==> config.mk <==
export PLATFORM = sky130hd
export DESIGN_NAME = ee2w_slave
export DESIGN_NICKNAME = d
export VERILOG_FILES = /design/src/rtl/ee2w_pkg.sv /design/src/rtl/ee2w_linein.sv /design/src/rtl/ee2w_mem.sv /design/src/rtl/ee2w_wtimer.sv /design/src/rtl/ee2w_slave.sv
export SDC_FILE = /design/constraint.sdc
export NUM_CORES = 2
export LEC_CHECK = 0
export BUFFER_PORTS_ARGS = -buffer_cell sky130_fd_sc_hd__buf_2
export CAP_MARGIN = 20
export CORE_MARGIN = 1.5
export CORE_UTILIZATION = 68
export DETAILED_ROUTE_END_ITERATION = 7
export PLACE_DENSITY_LB_ADDON = 0.05
export SLEW_MARGIN = 25
export SYNTH_ARGS = -nofsm -noshare
export SYNTH_HDL_FRONTEND = slang
export SYNTH_HIERARCHICAL = 1
export SYNTH_SLANG_ARGS = --single-unit
==> constraint.sdc <==
create_clock -name clk -period 23 [get_ports clk]
set_clock_uncertainty 0.05 [all_clocks]
set_input_delay 0 -clock clk [delete_from_list [all_inputs] [get_ports clk]]
set_output_delay 0 -clock clk [all_outputs]
set_load 0.02 [all_outputs]
==> src/rtl/ee2w_pkg.sv <==
`timescale 1ns/1ps
package ee2w_pkg;
  localparam int BYTE_W = 8;

  typedef enum logic [3:0] {
    ST_IDLE,
    ST_DEV,
    ST_DACK,
    ST_WORD,
    ST_WACK,
    ST_DATA,
    ST_DTACK,
    ST_TX,
    ST_MACK
  } ee2w_st_e;
endpackage

==> src/rtl/ee2w_linein.sv <==
`timescale 1ns/1ps
module ee2w_linein #(
  parameter int STAGES = 2
) (
  input  logic clk,
  input  logic rst,
  input  logic scl_i,
  input  logic sda_i,
  output logic scl_rise,
  output logic scl_fall,
  output logic start_ev,
  output logic stop_ev,
  output logic sda_s
);
  logic [STAGES-1:0] scl_sh;
  logic [STAGES-1:0] sda_sh;
  logic scl_p, sda_p, scl_s;

  always_ff @(posedge clk) begin
    if (rst) begin
      scl_sh[0] <= 1'b1;
      sda_sh[0] <= 1'b1;
    end else begin
      scl_sh[0] <= scl_i;
      sda_sh[0] <= sda_i;
    end
  end

  genvar g;
  generate
    for (g = 1; g < STAGES; g++) begin : g_stage
      always_ff @(posedge clk) begin
        if (rst) begin
          scl_sh[g] <= 1'b1;
          sda_sh[g] <= 1'b1;
        end else begin
          scl_sh[g] <= scl_sh[g-1];
          sda_sh[g] <= sda_sh[g-1];
        end
      end
    end
  endgenerate

  assign scl_s = scl_sh[STAGES-1];
  assign sda_s = sda_sh[STAGES-1];

  always_ff @(posedge clk) begin
    if (rst) begin
      scl_p <= 1'b1;
      sda_p <= 1'b1;
    end else begin
      scl_p <= scl_s;
      sda_p <= sda_s;
    end
  end

  assign scl_rise = scl_s & ~scl_p;
  assign scl_fall = ~scl_s & scl_p;
  assign start_ev = scl_s & scl_p & sda_p & ~sda_s;
  assign stop_ev  = scl_s & scl_p & ~sda_p & sda_s;
endmodule

==> src/rtl/ee2w_mem.sv <==
`timescale 1ns/1ps
module ee2w_mem #(
  parameter int ADDR_W = 9,
  parameter int DATA_W = 8
) (
  input  logic              clk,
  input  logic              we,
  input  logic [ADDR_W-1:0] wa,
  input  logic [DATA_W-1:0] wd,
  input  logic [ADDR_W-1:0] ra,
  output logic [DATA_W-1:0] q
);
  localparam int DEPTH = 1 << ADDR_W;
  logic [DATA_W-1:0] arr [DEPTH];

  always_ff @(posedge clk) begin
    if (we) arr[wa] <= wd;
    q <= arr[ra];
  end
endmodule

==> src/rtl/ee2w_wtimer.sv <==
`timescale 1ns/1ps
module ee2w_wtimer #(
  parameter int CYCLES = 5000
) (
  input  logic clk,
  input  logic rst,
  input  logic start,
  output logic busy
);
  localparam int CW = $clog2(CYCLES + 1);
  logic [CW-1:0] cnt;

  always_ff @(posedge clk) begin
    if (rst)             cnt <= '0;
    else if (start)      cnt <= CW'(CYCLES);
    else if (cnt != '0)  cnt <= cnt - 1'b1;
  end

  assign busy = (cnt != '0);


  busy_entry_chk: assert property (@(posedge clk) disable iff (rst)
    start |=> busy);


  busy_count_chk: assert property (@(posedge clk) disable iff (rst)
    (busy && !start) |=> (cnt == $past(cnt) - 1'b1));
endmodule

==> src/rtl/ee2w_slave.sv <==
`timescale 1ns/1ps
module ee2w_slave
  import ee2w_pkg::*;
#(
  parameter int         WR_CYCLES   = 5000,
  parameter int         SYNC_STAGES = 2,
  parameter logic [3:0] DEV_TYPE    = 4'b1010
) (
  input  logic clk,
  input  logic rst,
  input  logic scl_i,
  input  logic sda_i,
  output logic sda_o,
  output logic sda_oe,
  input  logic strap_a2,
  input  logic strap_a1
);
  localparam int ADDR_W = BYTE_W + 1;
  localparam int CNT_W  = $clog2(BYTE_W + 1);
  localparam logic [CNT_W-1:0] LAST_BIT = CNT_W'(BYTE_W);

  logic scl_rise, scl_fall, start_ev, stop_ev, sda_s;
  logic busy, mem_we;
  logic [BYTE_W-1:0] mem_q;

  ee2w_st_e          st;
  logic [CNT_W-1:0]  bitcnt;
  logic [BYTE_W-1:0] shreg;
  logic [BYTE_W-1:0] txsh;
  logic [BYTE_W-1:0] wr_data;
  logic [ADDR_W-1:0] ptr;
  logic              rw_q, bs_q, wr_pend, more_q;
  logic              dev_hit;

  ee2w_linein #(.STAGES(SYNC_STAGES)) line_i (
    .clk(clk), .rst(rst), .scl_i(scl_i), .sda_i(sda_i),
    .scl_rise(scl_rise), .scl_fall(scl_fall),
    .start_ev(start_ev), .stop_ev(stop_ev), .sda_s(sda_s)
  );

  ee2w_mem #(.ADDR_W(ADDR_W), .DATA_W(BYTE_W)) mem_i (
    .clk(clk), .we(mem_we), .wa(ptr), .wd(wr_data), .ra(ptr), .q(mem_q)
  );

  ee2w_wtimer #(.CYCLES(WR_CYCLES)) tmr_i (
    .clk(clk), .rst(rst), .start(mem_we), .busy(busy)
  );

  assign mem_we  = stop_ev & wr_pend;
  assign dev_hit = (shreg[7:4] == DEV_TYPE) && (shreg[3] == strap_a2)
                   && (shreg[2] == strap_a1);

  always_ff @(posedge clk) begin
    if (rst) begin
      st      <= ST_IDLE;
      bitcnt  <= '0;
      shreg   <= '0;
      txsh    <= '0;
      wr_data <= '0;
      ptr     <= '0;
      rw_q    <= 1'b0;
      bs_q    <= 1'b0;
      wr_pend <= 1'b0;
      more_q  <= 1'b0;
      sda_o   <= 1'b1;
      sda_oe  <= 1'b0;
    end else if (start_ev) begin
      sda_oe  <= 1'b0;
      wr_pend <= 1'b0;
      bitcnt  <= '0;
      st      <= busy ? ST_IDLE : ST_DEV;
    end else if (stop_ev) begin
      sda_oe  <= 1'b0;
      wr_pend <= 1'b0;
      st      <= ST_IDLE;
      if (wr_pend) ptr <= ptr + 1'b1;
    end else begin
      case (st)
        ST_DEV, ST_WORD, ST_DATA: begin
          if (scl_rise) begin
            shreg  <= {shreg[BYTE_W-2:0], sda_s};
            bitcnt <= bitcnt + 1'b1;
          end else if (scl_fall && bitcnt == LAST_BIT) begin
            bitcnt <= '0;
            if (st == ST_DEV) begin
              if (dev_hit) begin
                sda_oe <= 1'b1;
                sda_o  <= 1'b0;
                rw_q   <= shreg[0];
                if (!shreg[0]) bs_q <= shreg[1];
                st     <= ST_DACK;
              end else begin
                st <= ST_IDLE;
              end
            end else if (st == ST_WORD) begin
              ptr    <= {bs_q, shreg};
              sda_oe <= 1'b1;
              sda_o  <= 1'b0;
              st     <= ST_WACK;
            end else begin
              if (!wr_pend) begin
                wr_data <= shreg;
                wr_pend <= 1'b1;
                sda_oe  <= 1'b1;
                sda_o   <= 1'b0;
                st      <= ST_DTACK;
              end else begin
                st <= ST_IDLE;
              end
            end
          end
        end
        ST_DACK: begin
          if (scl_fall) begin
            if (rw_q) begin
              sda_oe <= 1'b1;
              sda_o  <= mem_q[BYTE_W-1];
              txsh   <= {mem_q[BYTE_W-2:0], 1'b0};
              bitcnt <= CNT_W'(1);
              ptr    <= ptr + 1'b1;
              st     <= ST_TX;
            end else begin
              sda_oe <= 1'b0;
              st     <= ST_WORD;
            end
          end
        end
        ST_WACK, ST_DTACK: begin
          if (scl_fall) begin
            sda_oe <= 1'b0;
            st     <= ST_DATA;
          end
        end
        ST_TX: begin
          if (scl_fall) begin
            if (bitcnt == LAST_BIT) begin
              sda_oe <= 1'b0;
              bitcnt <= '0;
              st     <= ST_MACK;
            end else begin
              sda_o  <= txsh[BYTE_W-1];
              txsh   <= {txsh[BYTE_W-2:0], 1'b0};
              bitcnt <= bitcnt + 1'b1;
            end
          end
        end
        ST_MACK: begin
          if (scl_rise) begin
            more_q <= ~sda_s;
          end else if (scl_fall) begin
            if (more_q) begin
              sda_oe <= 1'b1;
              sda_o  <= mem_q[BYTE_W-1];
              txsh   <= {mem_q[BYTE_W-2:0], 1'b0};
              bitcnt <= CNT_W'(1);
              ptr    <= ptr + 1'b1;
              st     <= ST_TX;
            end else begin
              st <= ST_IDLE;
            end
          end
        end
        default: st <= ST_IDLE;
      endcase
    end
  end


  busy_idle_chk: assert property (@(posedge clk) disable iff (rst)
    busy |-> (st == ST_IDLE));


  commit_free_chk: assert property (@(posedge clk) disable iff (rst)
    mem_we |-> !busy);


  ack_type_chk: assert property (@(posedge clk) disable iff (rst)
    (st == ST_DACK) |-> (shreg[7:4] == DEV_TYPE && shreg[3] == strap_a2
                         && shreg[2] == strap_a1));


  drive_slot_chk: assert property (@(posedge clk) disable iff (rst)
    sda_oe |-> (st inside {ST_DACK, ST_WACK, ST_DTACK, ST_TX}));


  reset_release_chk: assert property (@(posedge clk)
    $past(rst) |-> !sda_oe);
endmodule

==> flow_summary_export.csv <==
group,metric,value,unit
timing,setup_tns,0,ns
worst_setup_path,cp-start-kind,"register",
worst_setup_path,max_stage_delay,0.80,ns
worst_setup_path,startpoint,"ptr[0]",
synth,syn-instance-count,8464,
drt,drt-total-wl,406,mm
synth,ys_ff_latch,4169,
clocking,cts_resized,0,
worst_setup_path,worstPathMaxFanout,101,
place,dp_cells,11200,
global_route,grt_pass1_vias,83800,
hold_path,hold_start,"strap_a2",
timing,relSlewSlack,0.122,
hold_path,hold_path_depth,7,
drt,wl_per_cell,33.9,um
clocking,cts_tree,"done",
clocking,cts-htree-levels,5,
global_route,grt_max_degree,208,
synth,synth_ff_type,"edfxtp_1",
global_route,overflow,0,
worst_setup_path,critical_path_depth,13,
worst_setup_path,path_class,"register to register",
clocking,numCtsBuffers,412,
global_route,grtUsageMet3,0.0689,
layout,drive_gt1_frac,0.166,
clocking,clockRootBuffer,"clkbuf_16",
timing,layout_min_cycle_time,7.75,ns
global_route,grt_pass1_wl,587,mm
synth,syn_area,163000,sq um
place,dp.final_hpwl,239,mm
worst_setup_path,critical_path_required,23.85,ns
layout,syn2layout_area_growth,9.81,%
run_status,status,"completed",
place,gp_congestion,0.921,
floorplan,placeableCoreArea,239000,sq um
clocking,cts.sinks,4169,
floorplan,rows,179,
floorplan,io_pins,8,
drt,via_per_inst,7.16,
hold_path,hp-class,"primary input to register",
worst_setup_path,crit_slowest_cell,"buf_4",
clocking,clk_pin_slew_worst_paths,0.06,ns
synth,ys_seq_area_frac,0.761,
pwr,vdd_drop_max,0.0000727,V
timing,rsz0062_at_grt,"false",
worst_setup_path,r2r_cells,13,
drt,drtAntennaViolNets,0,
drt,drt_pass1_iterations,6,
timing,final-hold-violation-count,0,
floorplan,start_util,0.685,
synth,ys_types,80,
clocking,post_cts_buffers,0,
worst_setup_path,crit_chain,"buf_4, buf_12, buf_4, buf_4, buf_4, buf_4, mux2i_1, o221ai_1, o22ai_1, a22oi_1, nand2_1, o21ai_0, o2111a_1",
global_route,antenna_found_initial,14,
floorplan,die_h,493,um
drt,route.detailed.drc,0,
worst_setup_path,arrival,8.60,ns
place,io_buffers,7,
layout,fin_util,0.753,
worst_setup_path,endpoint_kind,"register",
floorplan,die_area,243000,sq um
floorplan,fp.dieW,493,um
pwr,leakagePower,0.0537,uW
timing,clock.fmax,0.129,GHz
timing,worst_pin_slew,1.30,ns
synth,async_flop_share,0,
worst_setup_path,critPathBufInv,6,
drt,drtIter0Drc,12300,
clocking,clock_latency,1.01,ns
global_route,grt.total_usage,0.336,
clocking,clk_path_buf_depth,4,
drt,vias,85900,
layout,stdcell_count,12000,
worst_setup_path,r2r_start,"ptr[0]",
synth,synthesis.nets,8475,
layout,nets,8522,
synth,synth_edf_count,4096,
worst_setup_path,cp_common_cell,"buf_4",
timing,setup_violations,0,
clocking,cts_hold_buf,9,
timing,post-route-period-util,0.337,
synth,syn_avg_cell_area,19.3,sq um
synth,yosysWarnings,6,
global_route,busiest_layer,"met2",
worst_setup_path,crit_family,"buffers and inverters",
pwr,power.density,83.9,nW/um^2
global_route,grtUsageMet2,0.518,
timing,drv_slew,0,
global_route,gr-usage-met1,0.492,
pwr,total_power,15100,uW
flow_run,cap_violations,0,
report_power, final:
part           internal (uW)  switching (uW)  leakage [uW]
clock network           3910            2720       0.00649
logic                   73.0             121       0.00864
registers               8220            20.2        0.0385
total                  12200            2870        0.0537
cell type report:
class                           count  area, sq um
Sequential cell                  4169       125000
Antenna cell                        7         17.5
Clock inverter                    227         2440
Timing Repair Buffer              172         1620
Inverter                           13         56.3
Clock buffer                      496        10800
Fill cell                       13100        59000
Multi-Input combinational cell   3743        36100
Tap cell                         3167         3960
worst reg2reg max path, delay by kind of cell, from the launching register on:
family / cells / cell delay [ns]
muxes: 1 / 0.24
AOI/OAI and AO/OA: 5 / 1.72
and+or+nand+nor: 1 / 0.08
DFF: 1 / 0.79
buffers and inverters: 6 / 4.84
flip-flops by register name (all words and copies together) (netlist names), 4 cells and up:
register   count
tmr_i/cnt     13
ptr            9
mem_i/q        8
mem_i/arr   4096
bitcnt         4
shreg          8
wr_data        8
st             4
txsh           7
metal layers:
layer | vias to the layer above | wire length (um)
li1 | 35100 | -
met1 | 44400 | 151000
met2 | 5501 | 192000
met3 | 806 | 47700
met4 | 4 | 15200
met5 | - | 21
layout by cell type, fill, tap and decap left out, types with 41 or more instances in the layout:
cell type,synthesis,layout
bufinv_16,0,53
edfxtp_1,4096,4096
a21oi_1,221,221
clkinv_2,0,74
o22ai_1,165,165
clkbuf_1,280,73
mux4_2,654,654
nand2_1,160,146
dfxtp_1,73,59
nand3_1,45,41
o21ai_0,141,140
nor3_1,118,114
mux2i_1,821,821
a22oi_1,61,61
clkbuf_16,0,417
nor2_1,654,652
o221ai_1,372,372
buf_4,73,130
clkinv_1,0,82
synthesized netlist by cell type (16+ instances only):
cell type / count / area (sq um)
o22ai_1: 165 / 1030
mux4_2: 654 / 14700
buf_4: 73 / 548
edfxtp_1: 4096 / 123000
a211oi_1: 24 / 180
nand2_1: 160 / 601
buf_6: 65 / 732
nand4_1: 36 / 225
o21ai_0: 141 / 706
buf_2: 62 / 310
clkbuf_1: 280 / 1050
nand3_1: 45 / 225
mux2i_1: 821 / 8220
a21oi_1: 221 / 1110
buf_1: 43 / 161
o221ai_1: 372 / 3260
nor3_1: 118 / 591
dfxtp_1: 73 / 1460
a22oi_1: 61 / 458
nor4_1: 39 / 244
o31ai_1: 16 / 120
and2_1: 25 / 156
nor2_1: 654 / 2450
cells by family (layout without fill, tap and decap cells):
family,Yosys count,after routing,share of synthesized area
DFF,4169,4169,0.761
muxes,1476,1476,0.140
and+or+nand+nor,1176,1176,0.0321
AOI/OAI and AO/OA,1083,1083,0.0466
buffers and inverters,552,908,0.0191
adders and majority gates,5,5,0.000383
xor gates and xnor gates,3,3,0.000161
other,0,7,0
worst paths after layout:
check	slack (ns)	end
worst min register to register	0.41	line_i/sda_s
worst min-delay path	0.03	st[1]
worst max register to register	15.25	mem_i/q[5]
worst max-delay path	15.25	mem_i/q[5]
through the flow:
step	worst slack (ns)	cell area (sq um)	hold WS, ns
6_report	15.25	180000	0.0326
5_1_grt	15.09	180000	0.0591
4_1_cts	15.42	179000	0.00669
3_5_place_dp	15.48	166000	0.156
3_3_place_gp	15.58	166000	0.138
2_1_floorplan	14.93	163000	0.0471
(Power assumes the default switching activity.)
